===== config.mk =====
export PLATFORM = sky130hd
export DESIGN_NAME = pgen_pair
export DESIGN_NICKNAME = d
export VERILOG_FILES = /design/src/rtl/pgen_pkg.sv /design/src/rtl/pgen_regs.sv /design/src/rtl/pgen_tickgen.sv /design/src/rtl/pgen_chan.sv /design/src/rtl/pgen_pair.sv
export SDC_FILE = /design/constraint.sdc
export NUM_CORES = 1
export LEC_CHECK = 0
export BUFFER_PORTS_ARGS = -buffer_cell sky130_fd_sc_hd__buf_2
export CORE_UTILIZATION = 30
export CTS_CLUSTER_DIAMETER = 50
export CTS_CLUSTER_SIZE = 40
export DETAILED_ROUTE_END_ITERATION = 12
export PLACE_DENSITY_LB_ADDON = 0.25
export SETUP_SLACK_MARGIN = 0.1
export SLEW_MARGIN = 30
export SYNTH_ARGS = -nofsm -noshare
export SYNTH_HDL_FRONTEND = slang
export SYNTH_SLANG_ARGS = --single-unit
export TNS_END_PERCENT = 1

===== constraint.sdc =====
create_clock -name clk -period 4.1 [get_ports clk]
set_clock_uncertainty 0.2 [all_clocks]
set_input_delay 0.615 -clock clk [delete_from_list [all_inputs] [get_ports clk]]
set_output_delay 0.615 -clock clk [all_outputs]
set_load 0.005 [all_outputs]

===== src/rtl/pgen_pkg.sv =====
// Shared constants for the pulse generator: register addresses, field
// positions and arrangement codes. Assumes a data width of at least 6 bits.
package pgen_pkg;
    localparam int ADDR_W   = 3;
    localparam int SEL_W    = 3;
    localparam int DIV_LOG  = 4;   // largest division is 2**DIV_LOG
    localparam int EN_BIT   = 0;
    localparam int SEL_LSB  = 1;
    localparam int MODE_LSB = 4;

    typedef enum logic [1:0] {
        MODE_SPLIT = 2'b00,
        MODE_CHAIN = 2'b01,
        MODE_ALT   = 2'b10,
        MODE_WIDE  = 2'b11
    } pgen_mode_e;

    localparam logic [ADDR_W-1:0] REG_LO0   = 3'd0;
    localparam logic [ADDR_W-1:0] REG_HI0   = 3'd1;
    localparam logic [ADDR_W-1:0] REG_LO1   = 3'd2;
    localparam logic [ADDR_W-1:0] REG_HI1   = 3'd3;
    localparam logic [ADDR_W-1:0] REG_CTL0  = 3'd4;
    localparam logic [ADDR_W-1:0] REG_CTL1  = 3'd5;
    localparam logic [ADDR_W-1:0] REG_JOINT = 3'd6;
endpackage


===== src/rtl/pgen_regs.sv =====
// Configuration registers of the pulse generator. Holds the four reload
// bytes, two enables, two clock selects and the arrangement code.
// Assumes W >= MODE_LSB+2 so the arrangement field fits in a control byte.
module pgen_regs
    import pgen_pkg::*;
#(
    parameter int W = 8
) (
    input  logic                        clk,
    input  logic                        rst_n,
    input  logic                        wr_en,
    input  logic [ADDR_W-1:0]           wr_addr,
    input  logic [W-1:0]                wr_data,
    output logic [1:0][W-1:0]           lo,
    output logic [1:0][W-1:0]           hi,
    output logic [1:0]                  en,
    output logic [1:0][SEL_W-1:0]       sel,
    output pgen_mode_e                  mode
);

    // Register update from the write port; unknown addresses are ignored.
    always_ff @(posedge clk) begin
        if (!rst_n) begin
            lo   <= '0;
            hi   <= '0;
            en   <= '0;
            sel  <= '0;
            mode <= MODE_SPLIT;
        end else if (wr_en) begin
            case (wr_addr)
                REG_LO0:  lo[0] <= wr_data;
                REG_HI0:  hi[0] <= wr_data;
                REG_LO1:  lo[1] <= wr_data;
                REG_HI1:  hi[1] <= wr_data;
                REG_CTL0: begin
                    en[0]  <= wr_data[EN_BIT];
                    sel[0] <= wr_data[SEL_LSB +: SEL_W];
                end
                REG_CTL1: begin
                    en[1]  <= wr_data[EN_BIT];
                    sel[1] <= wr_data[SEL_LSB +: SEL_W];
                    mode   <= pgen_mode_e'(wr_data[MODE_LSB +: 2]);
                end
                REG_JOINT: en <= {2{wr_data[EN_BIT]}};
                default: ;
            endcase
        end
    end

    // a joint write sets both enables to the same value on the next cycle.
    a_r6_joint_both: assert property (@(posedge clk) disable iff (!rst_n)
        (wr_en && wr_addr == REG_JOINT) |=> (en[0] == en[1]));

endmodule


===== src/rtl/pgen_tickgen.sv =====
// Count-clock enables. A free-running divider counter, zero after reset,
// provides power-of-two ticks; each channel picks one of them or the
// external timebase pulse. Assumes tb_tick is one clock wide per event.
module pgen_tickgen
    import pgen_pkg::*;
#(
    parameter int NCH = 2
) (
    input  logic                        clk,
    input  logic                        rst_n,
    input  logic                        tb_tick,
    input  logic [NCH-1:0][SEL_W-1:0]   sel,
    output logic [NCH-1:0]              tick
);
    localparam logic [SEL_W-1:0] LAST_DIV_SEL = SEL_W'(DIV_LOG);

    logic [DIV_LOG-1:0] div_cnt;
    logic [DIV_LOG:0]   pow_tick;

    // Free-running divider counter.
    always_ff @(posedge clk) begin
        if (!rst_n) div_cnt <= '0;
        else        div_cnt <= div_cnt + 1'b1;
    end

    assign pow_tick[0] = 1'b1;
    for (genvar k = 1; k <= DIV_LOG; k++) begin : g_pow
        assign pow_tick[k] = &div_cnt[k-1:0];
    end

    for (genvar c = 0; c < NCH; c++) begin : g_sel
        // Per-channel selection between divided clock and timebase.
        always_comb begin
            if (sel[c] > LAST_DIV_SEL) tick[c] = tb_tick;
            else                       tick[c] = pow_tick[sel[c]];
        end
    end

endmodule


===== src/rtl/pgen_chan.sv =====
// One pulse channel. While enabled, a down counter alternates between the
// low reload and the high reload, each phase lasting reload+1 ticks, and
// the output follows the phase. Starts in the low phase; disabled means
// output low. cycle_done flags the tick that ends a high phase.
module pgen_chan #(
    parameter int W = 8
) (
    input  logic         clk,
    input  logic         rst_n,
    input  logic         en,
    input  logic         tick,
    input  logic [W-1:0] rld_lo,
    input  logic [W-1:0] rld_hi,
    output logic         pulse_out,
    output logic         cycle_done
);
    logic         running;
    logic [W-1:0] cnt;
    logic         at_zero;

    assign at_zero    = (cnt == '0);
    assign cycle_done = running && tick && at_zero && pulse_out;

    // Phase counter: start, count down, swap phase and reload at zero.
    always_ff @(posedge clk) begin
        if (!rst_n || !en) begin
            running   <= 1'b0;
            pulse_out <= 1'b0;
            cnt       <= '0;
        end else if (!running) begin
            running   <= 1'b1;
            pulse_out <= 1'b0;
            cnt       <= rld_lo;
        end else if (tick) begin
            if (at_zero) begin
                pulse_out <= ~pulse_out;
                cnt       <= pulse_out ? rld_lo : rld_hi;
            end else begin
                cnt <= cnt - 1'b1;
            end
        end
    end

    // a cleared enable leaves the output low on the next cycle.
    a_r3_stop_low: assert property (@(posedge clk) disable iff (!rst_n)
        !en |=> !pulse_out);

    // every start of counting begins in the low phase.
    a_r2_start_low: assert property (@(posedge clk) disable iff (!rst_n)
        $rose(running) |-> !pulse_out);

    // the output only changes when the counter expires on a tick.
    a_r4_hold_phase: assert property (@(posedge clk) disable iff (!rst_n)
        (en && running && !(tick && at_zero)) |=> $stable(pulse_out));

endmodule


===== src/rtl/pgen_pair.sv =====
// Top of the two-channel pulse generator. Decodes the arrangement and
// routes enables, reloads and ticks: split (independent), chained
// (channel 0 cycles clock channel 1) or wide (one 16-bit generator built
// on channel 0's counter, mirrored on both outputs).
module pgen_pair
    import pgen_pkg::*;
#(
    parameter int W = 8
) (
    input  logic              clk,
    input  logic              rst_n,
    input  logic              wr_en,
    input  logic [ADDR_W-1:0] wr_addr,
    input  logic [W-1:0]      wr_data,
    input  logic              tb_tick,
    output logic              pulse0,
    output logic              pulse1
);
    localparam int WW = 2 * W;

    logic [1:0][W-1:0]     lo;
    logic [1:0][W-1:0]     hi;
    logic [1:0]            en;
    logic [1:0][SEL_W-1:0] sel;
    pgen_mode_e            mode;
    logic [1:0]            base_tick;
    logic                  wide;
    logic                  chain;
    logic                  en0_eff;
    logic                  en1_eff;
    logic                  tick1_eff;
    logic [WW-1:0]         lo0_eff;
    logic [WW-1:0]         hi0_eff;
    logic                  out0;
    logic                  out1;
    logic                  done0;
    logic                  done1_unused;

    pgen_regs #(.W(W)) u_regs (
        .clk     (clk),
        .rst_n   (rst_n),
        .wr_en   (wr_en),
        .wr_addr (wr_addr),
        .wr_data (wr_data),
        .lo      (lo),
        .hi      (hi),
        .en      (en),
        .sel     (sel),
        .mode    (mode)
    );

    pgen_tickgen #(.NCH(2)) u_ticks (
        .clk     (clk),
        .rst_n   (rst_n),
        .tb_tick (tb_tick),
        .sel     (sel),
        .tick    (base_tick)
    );

    // Arrangement decode and routing of enables, reloads and ticks.
    always_comb begin
        wide      = (mode == MODE_WIDE);
        chain     = (mode == MODE_CHAIN);
        en0_eff   = wide ? (en[0] && en[1]) : en[0];
        en1_eff   = wide ? 1'b0 : (chain ? (en[1] && en[0]) : en[1]);
        tick1_eff = chain ? done0 : base_tick[1];
        lo0_eff   = wide ? {lo[1], lo[0]} : {{W{1'b0}}, lo[0]};
        hi0_eff   = wide ? {hi[1], hi[0]} : {{W{1'b0}}, hi[0]};
    end

    pgen_chan #(.W(WW)) u_ch0 (
        .clk        (clk),
        .rst_n      (rst_n),
        .en         (en0_eff),
        .tick       (base_tick[0]),
        .rld_lo     (lo0_eff),
        .rld_hi     (hi0_eff),
        .pulse_out  (out0),
        .cycle_done (done0)
    );

    pgen_chan #(.W(W)) u_ch1 (
        .clk        (clk),
        .rst_n      (rst_n),
        .en         (en1_eff),
        .tick       (tick1_eff),
        .rld_lo     (lo[1]),
        .rld_hi     (hi[1]),
        .pulse_out  (out1),
        .cycle_done (done1_unused)
    );

    assign pulse0 = out0;
    assign pulse1 = wide ? out0 : out1;

    // chained channel 1 is low whenever channel 0's enable is clear.
    a_r9_chain_idle: assert property (@(posedge clk) disable iff (!rst_n)
        (chain && !en[0]) |=> !pulse1);

    // the wide generator stays low unless both enables are set.
    a_r10_wide_both: assert property (@(posedge clk) disable iff (!rst_n)
        (wide && !(en[0] && en[1])) |=> !pulse0);

endmodule


Yosys cells after proc, flatten, opt, wreduce, memory -nomap -nowiden
Index checks and enable logic that the tools add are counted.
{"block": "classes", "add_sub_neg": 3, "n_lt_le_gt_ge": 4, "eq_ne": 10, "n_mux": 23, "bitwise_logic": 4, "n_reduce_logical": 29}
{"op": "$mux 16", "n": 6}
{"op": "$mux 8", "n": 4}
{"op": "$reduce_and 2->1", "n": 11}
{"op": "$logic_not 16->1", "n": 1}
{"op": "$sub 16x1->16 const B", "n": 1}
{"op": "$mux 1", "n": 11}
{"op": "$eq 3x3->1 const B", "n": 3}
{"op": "$logic_not 8->1", "n": 1}
{"op": "$lt 3x4->1 const B", "n": 2}
{"op": "$reduce_or 2->1", "n": 4}
{"op": "$sub 8x1->8 const B", "n": 1}
{"op": "$bmux 1 s3", "n": 2}
{"op": "$eq 3x2->1 const B", "n": 2}
{"op": "$gt 3x3->1 const B", "n": 2}
{"op": "$add 4x1->4 const B", "n": 1}
{"op": "$logic_and 1x1->1", "n": 4}
{"op": "$not 1->1", "n": 4}
{"op": "$reduce_and 4->1", "n": 1}
{"op": "$eq 3x1->1 const B", "n": 1}
{"op": "$logic_not 1->1", "n": 3}
{"op": "$logic_not 3->1", "n": 1}
{"op": "$reduce_and 3->1", "n": 1}
{"op": "$eq 2x1->1 const B", "n": 1}
{"op": "$eq 2x2->1 const B", "n": 1}
{"op": "3 further kinds", "n": 4}
{"block": "totals", "register_bits": 74, "inputBits": 15, "output_inout_bits": 2, "elab_cells": 89}

Logic depth before layout (Yosys ltp)
Gate-level depths: netlist (run 1).
{"block": "logic_depth", "ltp_word": 10, "mapped_depth": 9, "mapped_depth_nobuf": 7}

Modules after synthesis
Synthesis (run 1) repeated with hierarchy kept, for this count alone.
{"block": "unflattened", "cells_unflattened": 513, "area_unflattened_um2": 4438.0}
{"module": "pgen_regs", "n_inst": 1, "cells_per_inst": 166, "area_each_um2": 1629.1, "seq_area_each_um2": 840.8}
{"module": "pgen_chan at u_ch0", "n_inst": 1, "cells_per_inst": 199, "area_each_um2": 1616.6, "seq_area_each_um2": 360.3}
{"module": "pgen_chan at u_ch1", "n_inst": 1, "cells_per_inst": 95, "area_each_um2": 763.2, "seq_area_each_um2": 200.2}
{"module": "pgen_tickgen", "n_inst": 1, "cells_per_inst": 28, "area_each_um2": 255.2, "seq_area_each_um2": 80.1}
{"module": "pgen_pair", "n_inst": 1, "cells_per_inst": 25, "area_each_um2": 173.9, "seq_area_each_um2": 0.0}

Worst setup path after synthesis (run 1)
OpenSTA, ideal clock, no wires.
{"block": "synth_path", "kind": "register to register", "start": "reg u_ch0.cnt[2]", "end": "reg u_ch0.cnt[13]", "setup_ns": 0.134, "t_arrival_ns": 1.880, "t_required_ns": 3.766, "setup_slack_ns": 1.886, "path_stages_with_launch": 7, "path_buffers": 2, "period_less_slack_ns": 2.214, "path_cell_list": "dfxtp_1 -> buf_6 -> or4_1 -> buf_2 -> or4_4 -> o41ai_2 -> a31oi_1"}
{"block": "synth_between", "elab_chain_cells": 4, "elab_cells_between_ends": 5, "cone_classes": "add/sub (1); mux (3); reduce/logical (1)"}
{"item": "from (decl)", "line_no": "pgen_chan.sv:18", "text": "logic [W-1:0] cnt;"}
{"item": "from (signal assigned)", "line_no": "pgen_chan.sv:33", "text": "cnt <= rld_lo;"}
{"item": "from (signal assigned)", "line_no": "pgen_chan.sv:37", "text": "cnt <= pulse_out ? rld_lo : rld_hi;"}
{"item": "from (signal assigned)", "line_no": "pgen_chan.sv:39", "text": "cnt <= cnt - 1'b1;"}
{"item": "$sub 16x1->16 or $logic_not 16->1 (tied branches)", "line_no": "pgen_chan.sv:39, pgen_chan.sv:21"}
{"item": "$mux 16 *", "line_no": "pgen_chan.sv:35", "text": "if (at_zero) begin"}
{"item": "$mux 16 *", "line_no": "pgen_chan.sv:34", "text": "end else if (tick) begin"}
{"item": "$mux 16 *", "line_no": "pgen_chan.sv:30", "text": "end else if (!running) begin"}
Mark *: on every way between the ends. The rest lies on a longest branch, timed or not. The select of a mux whose other input is x is not followed.
A chain may end at the register's enable or synchronous reset.

Final worst setup path (run 1)
{"block": "layout_path", "start": "reg u_ticks.div_cnt[0]", "end": "reg u_ch1.cnt[1]"}
{"block": "layout_between", "elab_chain_cells": 9, "elab_cells_between_ends": 14, "cone_classes": "eq/ne (1); mux (7); reduce/logical (6)"}
{"item": "from (decl)", "line_no": "pgen_tickgen.sv:17", "text": "logic [DIV_LOG-1:0] div_cnt;"}
{"item": "from (signal assigned)", "line_no": "pgen_tickgen.sv:23", "text": "else div_cnt <= div_cnt + 1'b1;"}
{"item": "$reduce_and 4->1 (tied with other cells)", "line_no": "pgen_tickgen.sv:28", "text": "assign pow_tick[k] = &div_cnt[k-1:0];"}
{"item": "$bmux 1 s3", "line_no": "pgen_tickgen.sv:35", "text": "else tick[c] = pow_tick[sel[c]];"}
{"item": "$mux 1 (implied by the code)", "line_no": "pgen_tickgen.sv:35"}
{"item": "$mux 1", "line_no": "pgen_tickgen.sv:34", "text": "if (sel[c] > LAST_DIV_SEL) tick[c] = tb_tick;"}
{"item": "$logic_and 1x1->1 (3 in a row)", "line_no": "pgen_chan.sv:22", "text": "assign cycle_done = running && tick && at_zero && pulse_out;"}
{"item": "$mux 1 *", "line_no": "pgen_pair.sv:66", "text": "tick1_eff = chain ? done0 : base_tick[1];"}
{"item": "$ne 2x2->1 (no source line) *"}
{"item": "to (signal assigned)", "line_no": "pgen_chan.sv:33"}
{"item": "to (signal assigned)", "line_no": "pgen_chan.sv:37"}
{"item": "to (signal assigned)", "line_no": "pgen_chan.sv:39"}
{"item": "to (decl)", "line_no": "pgen_chan.sv:18"}
Marked as above.

==> run summary, run 1 <==
CTS root buffer - clkbuf_16
final period utilization - 64.4%
syn nets - 525
yosys warns - 0
HPWL after DPL - 8160 um
Crit Path Max Fanout - 7
top-level port count - 17
CTS tree - done
first-pass GRT wire length - 17900 um
Die W - 121 um
synth top area cells - dfxtp_1 (35%), mux2i_1 (9.9%), nand2_1 (7.3%), a21boi_0 (4.2%), nor2b_1 (3.1%)
Fin. Hold Viols - 0
critical path class - reg -> reg
post-synth design cell area - 4240 sq um
initial antenna violation count - 0
Antenna Nets Post-Route - 0
leakage - 1.62 nW
GR met1 Demand/Resource - 21.8%
setup TNS - 0 ns
Post-route DRC - 0
synth unique cells - 70
Hold Crit Depth - 2
share of post-route cells with drive strength above 1 - 11.1%
most frequent cells in the layout - nand2_1 (83), dfxtp_1 (74), mux2i_1 (42)
GR Util met3 - 2.96%
total global routing overflow - 0
critical path launch point type - register
clock sinks - 74
Yosys top cell by area - dfxtp_1
clock slew seen by the registers of the worst setup and hold paths - 0.06 ns
worst-skew pair later-pin latency - 0.33 ns
area of the core - 13800 sq um
# H-tree levels - 3
commonest non-fill, non-tap cell in the layout - nand2_1
Yosys top cell area share - 34.9%
Worst slew margin - 36.4%
Hold Crit Class - reg -> reg
path depth of the worst reg2reg path - 6
worst path arrival time - 2.68 ns
ANT cells - 0
Post-CTS Setup Bufs - 0
area grow syn2layout - 10.6%
syn_area_per_cell - 8.44 sq um
Power Total - 1.71 mW
ys async rst share - 0%
Top Usage Layer GRT - met2
MaxCap Viol Count - 0
largest net degree at the start of global routing - 39
Yosys reg bits - 74
EDFF count, synth - 0
Max IR drop VDD - 0.000191 V
Crit path required time - 4.14 ns
CP peak stage delay - 0.59 ns
worst-case clock buffer depth - 2
Initial Util - 30.7%
Num CTS Buffers - 9
Die Footprint - 14600 sq um
fin crit period - 2.64 ns
Setup crit end kind - register
Final Max Slew Viols - 0
final WL - 11200 um
Fmax achieved - 378 MHz
met2 GRT Util - 24.1%
GRT Total Usage - 15.7%
Post-Syn Instances - 503
crit path cell chain - ha_1 -> nand3_1 -> o31ai_1 -> o2111ai_2 -> and3_1 -> a211oi_1
pwr dens - 365 nW/um^2
Final Wtd Congestion - 0.850
Die H - 121 um
average wire per cell in the routed design - 16.3 um
outcome - finished clean
# hold bufs at CTS - 0
Row Count - 43
dominant synthesized flop cell - dfxtp_1
Worst-Margin Slew - 0.946 ns
RSZ-0062 raised after global routing - false
vias in the first global route - 3354
sequential share of the synthesized area - 34.9%
final-report setup violation count - 0
via count - 3631
Final #Nets - 523
1st-pass router iterations - 4
Crit-path slowest cell - o31ai_1
PostCTS Resize Cnt - 0
port bufs - 16
DRT iter0 DRCs - 189
Vias/cell - 5.29
-- critical path: cells and delay by family (launching register included) --
family	cells	cell delay (ns)
AO/OA/AOI/OAI	3	1.20
AND/OR/NAND/NOR	2	0.50
flip-flops	1	0.41
adder cells (fa/ha/maj)	1	0.23
-- sequential cells by signal (all words and copies together) (netlist names) --
name	flops
u_regs.mode	2
u_regs.lo	16
u_ch1.pulse_out	1
u_regs.sel	6
u_ticks.div_cnt	4
u_ch1.running	1
u_regs.hi	16
u_ch0.running	1
u_ch0.cnt	16
u_ch1.cnt	8
u_regs.en	2
u_ch0.pulse_out	1
-- stage by stage --
step / utilization [%] / cells / instance area, sq um / setup slack [ns] / hold slack (ns)
finish: 33.9 / 686 / 4690 / 1.46 / 0.275
global route: 33.9 / 686 / 4690 / 1.27 / 0.299
CTS: 33.9 / 686 / 4690 / 1.47 / 0.277
detailed placement: 31.6 / 670 / 4360 / 1.47 / 0.268
global placement: 31.6 / 670 / 4360 / 1.57 / 0.258
floorplan: - / 503 / 4240 / 1.89 / 0.243
-- Yosys cell counts, types with 5 or more instances --
library cell / number
buf_2: 5
mux2i_1: 42
nand2_1: 83
dfxtp_1: 74
nand2b_1: 5
a21boi_0: 24
a211oi_1: 5
nor3_1: 10
o21ai_0: 22
nor2b_1: 21
nor2_1: 24
and3_1: 5
and2_1: 5
a311oi_1: 6
nand3_1: 15
a21oi_1: 15
o31ai_1: 5
nor3b_1: 6
inv_1: 11
ha_1: 7
clkbuf_1: 14
nand4_1: 5
xnor2_1: 8
-- final timing paths --
check / startpoint / endpoint / slack [ns]
max: u_ticks.div_cnt[0] / u_ch1.cnt[1] / 1.46
min: u_regs.hi[5] / u_regs.hi[5] / 0.28
max reg2reg: u_ticks.div_cnt[0] / u_ch1.cnt[1] / 1.46
min reg2reg: u_regs.hi[5] / u_regs.hi[5] / 0.28
-- cell families (layout without fill, tap and decap cells) --
kind of cell | after synthesis | count (layout) | share of synthesized area (%)
and+or+nand+nor | 208 | 208 | 25.3
AOI/OAI and AO/OA | 118 | 118 | 19.8
DFF | 74 | 74 | 34.9
buffers and inverters | 44 | 47 | 5.96
muxes | 43 | 43 | 10.2
xor gates and xnor gates | 9 | 9 | 1.86
adders and majority gates | 7 | 7 | 2.06
-- routing by layer --
| metal | up-vias | wire, um |
|---|---|---|
| li1 | 1804 | - |
| met1 | 1730 | 5500 |
| met2 | 83 | 5120 |
| met3 | 14 | 399 |
| met4 | 0 | 179 |
| met5 | - | 0 |
-- cell type report --
| type | instances | area [sq um] |
|---|---|---|
| well taps | 180 | 225 |
| flip-flops and latches | 74 | 1480 |
| multi-input cells | 385 | 2510 |
| inverters | 12 | 45.0 |
| fillers | 1439 | 9130 |
| clock buffers | 9 | 225 |
| clock inverters | 7 | 101 |
| repair buffers | 19 | 103 |
-- report_power, final --
group	switching, mW	internal, mW	total [mW]
Clock	0.332	0.538	0.870
Combinational	0.0585	0.0398	0.0983
Sequential	0.0150	0.731	0.746
Total	0.405	1.31	1.71
Note: power is estimated with default switching activity, not from simulation.
==> inputs of run 2 (changes only) <==
- clock period: 4.1 -> 2.5 ns (I/O delays scaled with it)
==> run 2 against run 1 <==
  * Die area unchanged
  * Final cell count grew 3.6%
  * Critical path depth increased by 1
  * Sequential power is 64% higher
  * First-iteration DRC count grew 0.53%
  * Combinational power grew 87%
  * Global-route usage grew 0.91 points
  * Worst hold slack worse by 0.15 ns
  * Clock-buffer cell count did not move
  * Clock power is 56% higher
  * Critical endpoint is now u_ch1.cnt[2]
  * Highest routed layer unchanged
==> run summary, run 2 (synthesis results as in run 1) <==
first-pass GRT wire length - 19000 um
DRT iter0 DRCs - 190
Post-route DRC - 0
top flop regs - u_ch0.cnt x16, u_regs.hi x16, u_regs.lo x16
Worst-Margin Slew - 0.749 ns
area of the core - 13800 sq um
final core occ - 35.6%
Final Wtd Congestion - 0.879
Worst slew margin - 49.7%
Inst Count DP - 696
top-level port count - 17
via count - 3721
Logic pwr share - 6.7%
final-report setup violation count - 0
final non-filler cell total - 711
1st-pass router iterations - 5
CP peak stage delay - 0.50 ns
# hold bufs at CTS - 0
port bufs - 16
clock share of power - 49.1%
Hold Crit Class - in -> reg
average wire per cell in the routed design - 16.2 um
most frequent cells in the layout - nand2_1 (83), dfxtp_1 (74), mux2i_1 (42)
worst-case clock buffer depth - 2
ANT cells - 0
critical path launch point type - register
Fin. Hold Viols - 0
share of post-route cells with drive strength above 1 - 15.8%
area grow syn2layout - 15.9%
Num CTS Buffers - 9
RSZ-0062 raised after global routing - true
Die W - 121 um
vias in the first global route - 3594
worst-skew pair later-pin latency - 0.33 ns
Seq pwr share - 44.2%
CTS tree - done
Final #Nets - 550
# H-tree levels - 3
setup TNS - 0 ns
GRT Total Usage - 16.6%
Crit-path slowest cell - or3b_2
Hold Slack - 0.129 ns
Vias/cell - 5.23
Antenna Nets Post-Route - 0
Final Max Slew Viols - 0
leakage - 1.76 nW
commonest non-fill, non-tap cell in the layout - nand2_1
final period utilization - 94.4%
Initial Util - 30.7%
Sw Share - 22.5%
HPWL after DPL - 8510 um
critical path class - reg -> reg
worst path arrival time - 2.37 ns
total global routing overflow - 0
Int Pwr - 2.14 mW
Row Count - 43
Die Footprint - 14600 sq um
Crit path required time - 2.51 ns
fin crit period - 2.36 ns
Die H - 121 um
MaxCap Viol Count - 0
Switch Pwr - 0.621 mW
clock slew seen by the registers of the worst setup and hold paths - 0.06 ns
largest net degree at the start of global routing - 45
Setup crit end kind - register
Power Total - 2.76 mW
clock sinks - 74
crit path cell chain - inv_1 -> ha_1 -> or3b_2 -> or4_4 -> o221ai_2 -> o21bai_1 -> a31oi_1
outcome - finished clean
Max IR drop VDD - 0.000376 V
CTS root buffer - clkbuf_16
final WL - 11500 um
Fmax achieved - 424 MHz
initial antenna violation count - 0
Crit Path Max Fanout - 4
pwr dens - 561 nW/um^2
[run 2: changes by cell type in the layout (fill, tap and decap cells not counted), sizes merged]
cell / previous run / this run
clkinv: 2 / 3
buf: 19 / 46
clkinvlp: 2 / 1
inv: 13 / 11
[run 2: critical path: cells and delay by family, from the launching register on]
| family | cells | cell delay [ns] |
|---|---|---|
| simple gates | 2 | 0.97 |
| compound gates | 3 | 0.46 |
| flops | 1 | 0.33 |
| fa+ha+maj | 1 | 0.18 |
| buf+inv | 1 | 0.10 |
[run 2: layer usage]
layer / global-route usage (%) / routed length (um) / part of all wire (%)
met1: 22.8 / 5690 / 49
met2: 26.5 / 5300 / 46
met3: 2.54 / 403 / 3.5
met4: 5.56 / 148 / 1.3
met5: 0 / 0 / 0
[run 2: final timing paths]
path / startpoint / to / slack (ns) / cells past startpoint
worst min register to register: u_regs.hi[2] / u_regs.hi[2] / 0.28 / 2
worst max-delay path: u_ch1.cnt[0] / u_ch1.cnt[2] / 0.14 / 7
worst max register to register: u_ch1.cnt[0] / u_ch1.cnt[2] / 0.14 / 7
worst min-delay path: rst_n / u_regs.mode[1] / 0.13 / 2
[run 2: power groups by stage]
stage / Clock [mW] / Sequential (mW) / Combinational [mW]
6_report: 1.36 / 1.22 / 0.184
5_1_grt: 1.44 / 1.22 / 0.202
4_1_cts: 1.40 / 1.22 / 0.181
3_5_place_dp: 0 / 1.25 / 0.180
3_3_place_gp: 0 / 1.25 / 0.179
2_1_floorplan: 0 / 1.24 / 0.118
[run 2: area by class of cell]
class | instances | area (sq um)
flip-flops and latches | 74 | 1480
clock inverters | 5 | 81.3
well taps | 180 | 225
multi-input cells | 385 | 2530
inverters | 12 | 45.0
repair buffers | 46 | 330
clock buffers | 9 | 225
fillers | 1431 | 8910
[run 2: per-stage QoR]
| step | setup slack [ns] | area [sq um] |
|---|---|---|
| 5_1_grt | 0.0175 | 4920 |
| 3_3_place_gp | 0.117 | 4580 |
| 3_5_place_dp | 0.0908 | 4580 |
| 4_1_cts | 0.111 | 4890 |
| 6_report | 0.140 | 4920 |
| 2_1_floorplan | 0.286 | 4240 |
[run 2: repair_timing]
action                     CTS  global route
pin swaps                    1             1
resized for setup            0             5
setup buffers                0             1
setup endpoints to repair    1            10
==> inputs of run 3 (changes only) <==
==> constraint.sdc (replaced) <==
create_clock -name clk -period 2.5 [get_ports clk]
set_clock_uncertainty 0.2 [all_clocks]
set_input_delay 0.625 -clock clk [delete_from_list [all_inputs] [get_ports clk]]
set_output_delay 0.625 -clock clk [all_outputs]
set_load 0.005 [all_outputs]
==> run 3 against run 2 <==
  * Design area barely moved
  * Global-route usage fell by 0.44 points
  * Worst setup slack improved by 0.033 ns
  * Combinational power fell by 3%
  * Register-to-register slack improved by 0.03 ns
  * Total power fell by 0.18%
  * Die area did not move
  * Final cell count rose by 0.14%
  * Clock power barely moved
  * Via count fell by 0.19%
==> run summary, run 3 (synthesis results as in run 1) <==
Max IR drop VDD - 0.000365 V
1st-pass router iterations - 4
port bufs - 16
outcome - finished clean
Int Pwr - 2.07 mW
Logic pwr share - 6.5%
Final #Nets - 549
Vias/cell - 5.22
worst path arrival time - 2.35 ns
RSZ-0062 raised after global routing - true
CP endpoint - u_ch1.cnt[2]
initial antenna violation count - 0
CTS tree - done
Die Footprint - 14600 sq um
HPWL after DPL - 8630 um
DRT iter0 DRCs - 230
reg2reg end - u_ch1.cnt[2]
area of the core - 13800 sq um
final period utilization - 93.1%
largest net degree at the start of global routing - 27
Num CTS Buffers - 9
vias in the first global route - 3394
via count - 3714
R2R Path Start - u_ch1.cnt[0]
share of post-route cells with drive strength above 1 - 16.5%
Worst-Margin Slew - 0.585 ns
pre-CTS setup slack - 0.00532 ns
Die H - 121 um
first-pass GRT wire length - 18400 um
commonest non-fill, non-tap cell in the layout - nand2_1
top flop regs - u_ch0.cnt x16, u_regs.hi x16, u_regs.lo x16
# H-tree levels - 3
Final Wtd Congestion - 0.852
top-level port count - 17
Post-route DRC - 0
ANT cells - 0
setup TNS - 0 ns
Sw Share - 25.0%
Filler Cell Count - 1432
CP Launch Point - u_ch1.cnt[0]
# hold bufs at CTS - 0
worst-skew pair later-pin latency - 0.34 ns
Die W - 121 um
Antenna Nets Post-Route - 0
Setup crit end kind - register
Final Max Slew Viols - 0
Initial Util - 30.7%
Switch Pwr - 0.690 mW
area grow syn2layout - 16.0%
Crit path required time - 2.52 ns
worst-case clock buffer depth - 2
critical path launch point type - register
most frequent cells in the layout - nand2_1 (82), dfxtp_1 (72), mux2i_1 (41)
final worst slack - 0.173 ns
Seq pwr share - 44.3%
path depth of the worst reg2reg path - 7
clock sinks - 74
Crit Path Max Fanout - 4
critical path class - reg -> reg
fin crit period - 2.33 ns
total global routing overflow - 0
pwr dens - 560 nW/um^2
clock slew seen by the registers of the worst setup and hold paths - 0.06 ns
Fin. Hold Viols - 0
Hold Slack - 0.254 ns
r2r setup slk - 0.17 ns
GRT Total Usage - 16.2%
Hold Crit Class - reg -> reg
final-report setup violation count - 0
leakage - 1.77 nW
Power Total - 2.76 mW
MaxCap Viol Count - 0
Worst slew margin - 60.8%
average wire per cell in the routed design - 16.2 um
Row Count - 43
final WL - 11600 um
Fmax achieved - 430 MHz
clock share of power - 49.2%
CTS root buffer - clkbuf_16
[run 3: metrics by stage]
stage	util (%)	cells	cell area (sq um)
5_1_grt	35.6	712	4920
4_1_cts	35.4	712	4890
2_1_floorplan	-	503	4240
3_5_place_dp	33.0	696	4560
6_report	35.6	712	4920
3_3_place_gp	33.0	696	4560
[run 3: repair_timing]
| item | 4_1_cts | 5_1_grt |
|---|---|---|
| pin swaps | 1 | 2 |
| resized for setup | 4 | 9 |
| endpoints found under the setup margin | 9 | 18 |
| setup buffers | 0 | 0 |
[run 3: how the worst min path moves through the flow]
stage	start	slack, ns	to	cells after the start
floorplan	u_regs.hi[7]	0.24	u_regs.hi[7]	2
global placement	u_regs.hi[5]	0.26	u_regs.hi[5]	2
detailed placement	u_regs.hi[7]	0.27	u_regs.hi[7]	2
CTS	u_regs.hi[7]	0.28	u_regs.hi[7]	2
global route	u_ticks.div_cnt[0]	0.28	u_ticks.div_cnt[0]	1
finish	u_ticks.div_cnt[0]	0.25	u_ticks.div_cnt[0]	1
[run 3: worst max-delay path, stage by stage (launching register included)]
cell	delay (ns)
dfxtp_1	0.33
inv_1	0.11
ha_1	0.19
or3b_2	0.50
or4_4	0.47
o221ai_2	0.19
o21bai_1	0.13
a31oi_1	0.09
[run 3: per-layer routing]
| layer | track usage, % | vias to the layer above | routed length (um) |
|---|---|---|---|
| met2 | 24.5 | 64 | 5210 |
| met4 | 6.10 | 0 | 184 |
| met3 | 2.68 | 11 | 366 |
| met1 | 22.9 | 1773 | 5800 |
| li1 | - | 1866 | - |
| met5 | 0 | - | 0 |
[run 3: final cells by class]
class | instances | area [sq um] | share of cell area, %
Tap cell | 180 | 225 | 4.57
Clock buffer | 9 | 225 | 4.57
Clock inverter | 7 | 83.8 | 1.70
Sequential cell | 74 | 1490 | 30.2
Inverter | 12 | 45.0 | 0.915
Multi-Input combinational cell | 385 | 2560 | 52.0
Timing Repair Buffer | 45 | 298 | 6.05
[run 3: power by group through the flow]
stage | combinational [mW] | clock (mW) | sequential (mW)
after global routing | 0.197 | 1.43 | 1.22
after CTS | 0.178 | 1.39 | 1.22
after detailed placement | 0.176 | 0 | 1.25
after floorplan | 0.118 | 0 | 1.24
final | 0.179 | 1.36 | 1.22
after global placement | 0.175 | 0 | 1.25
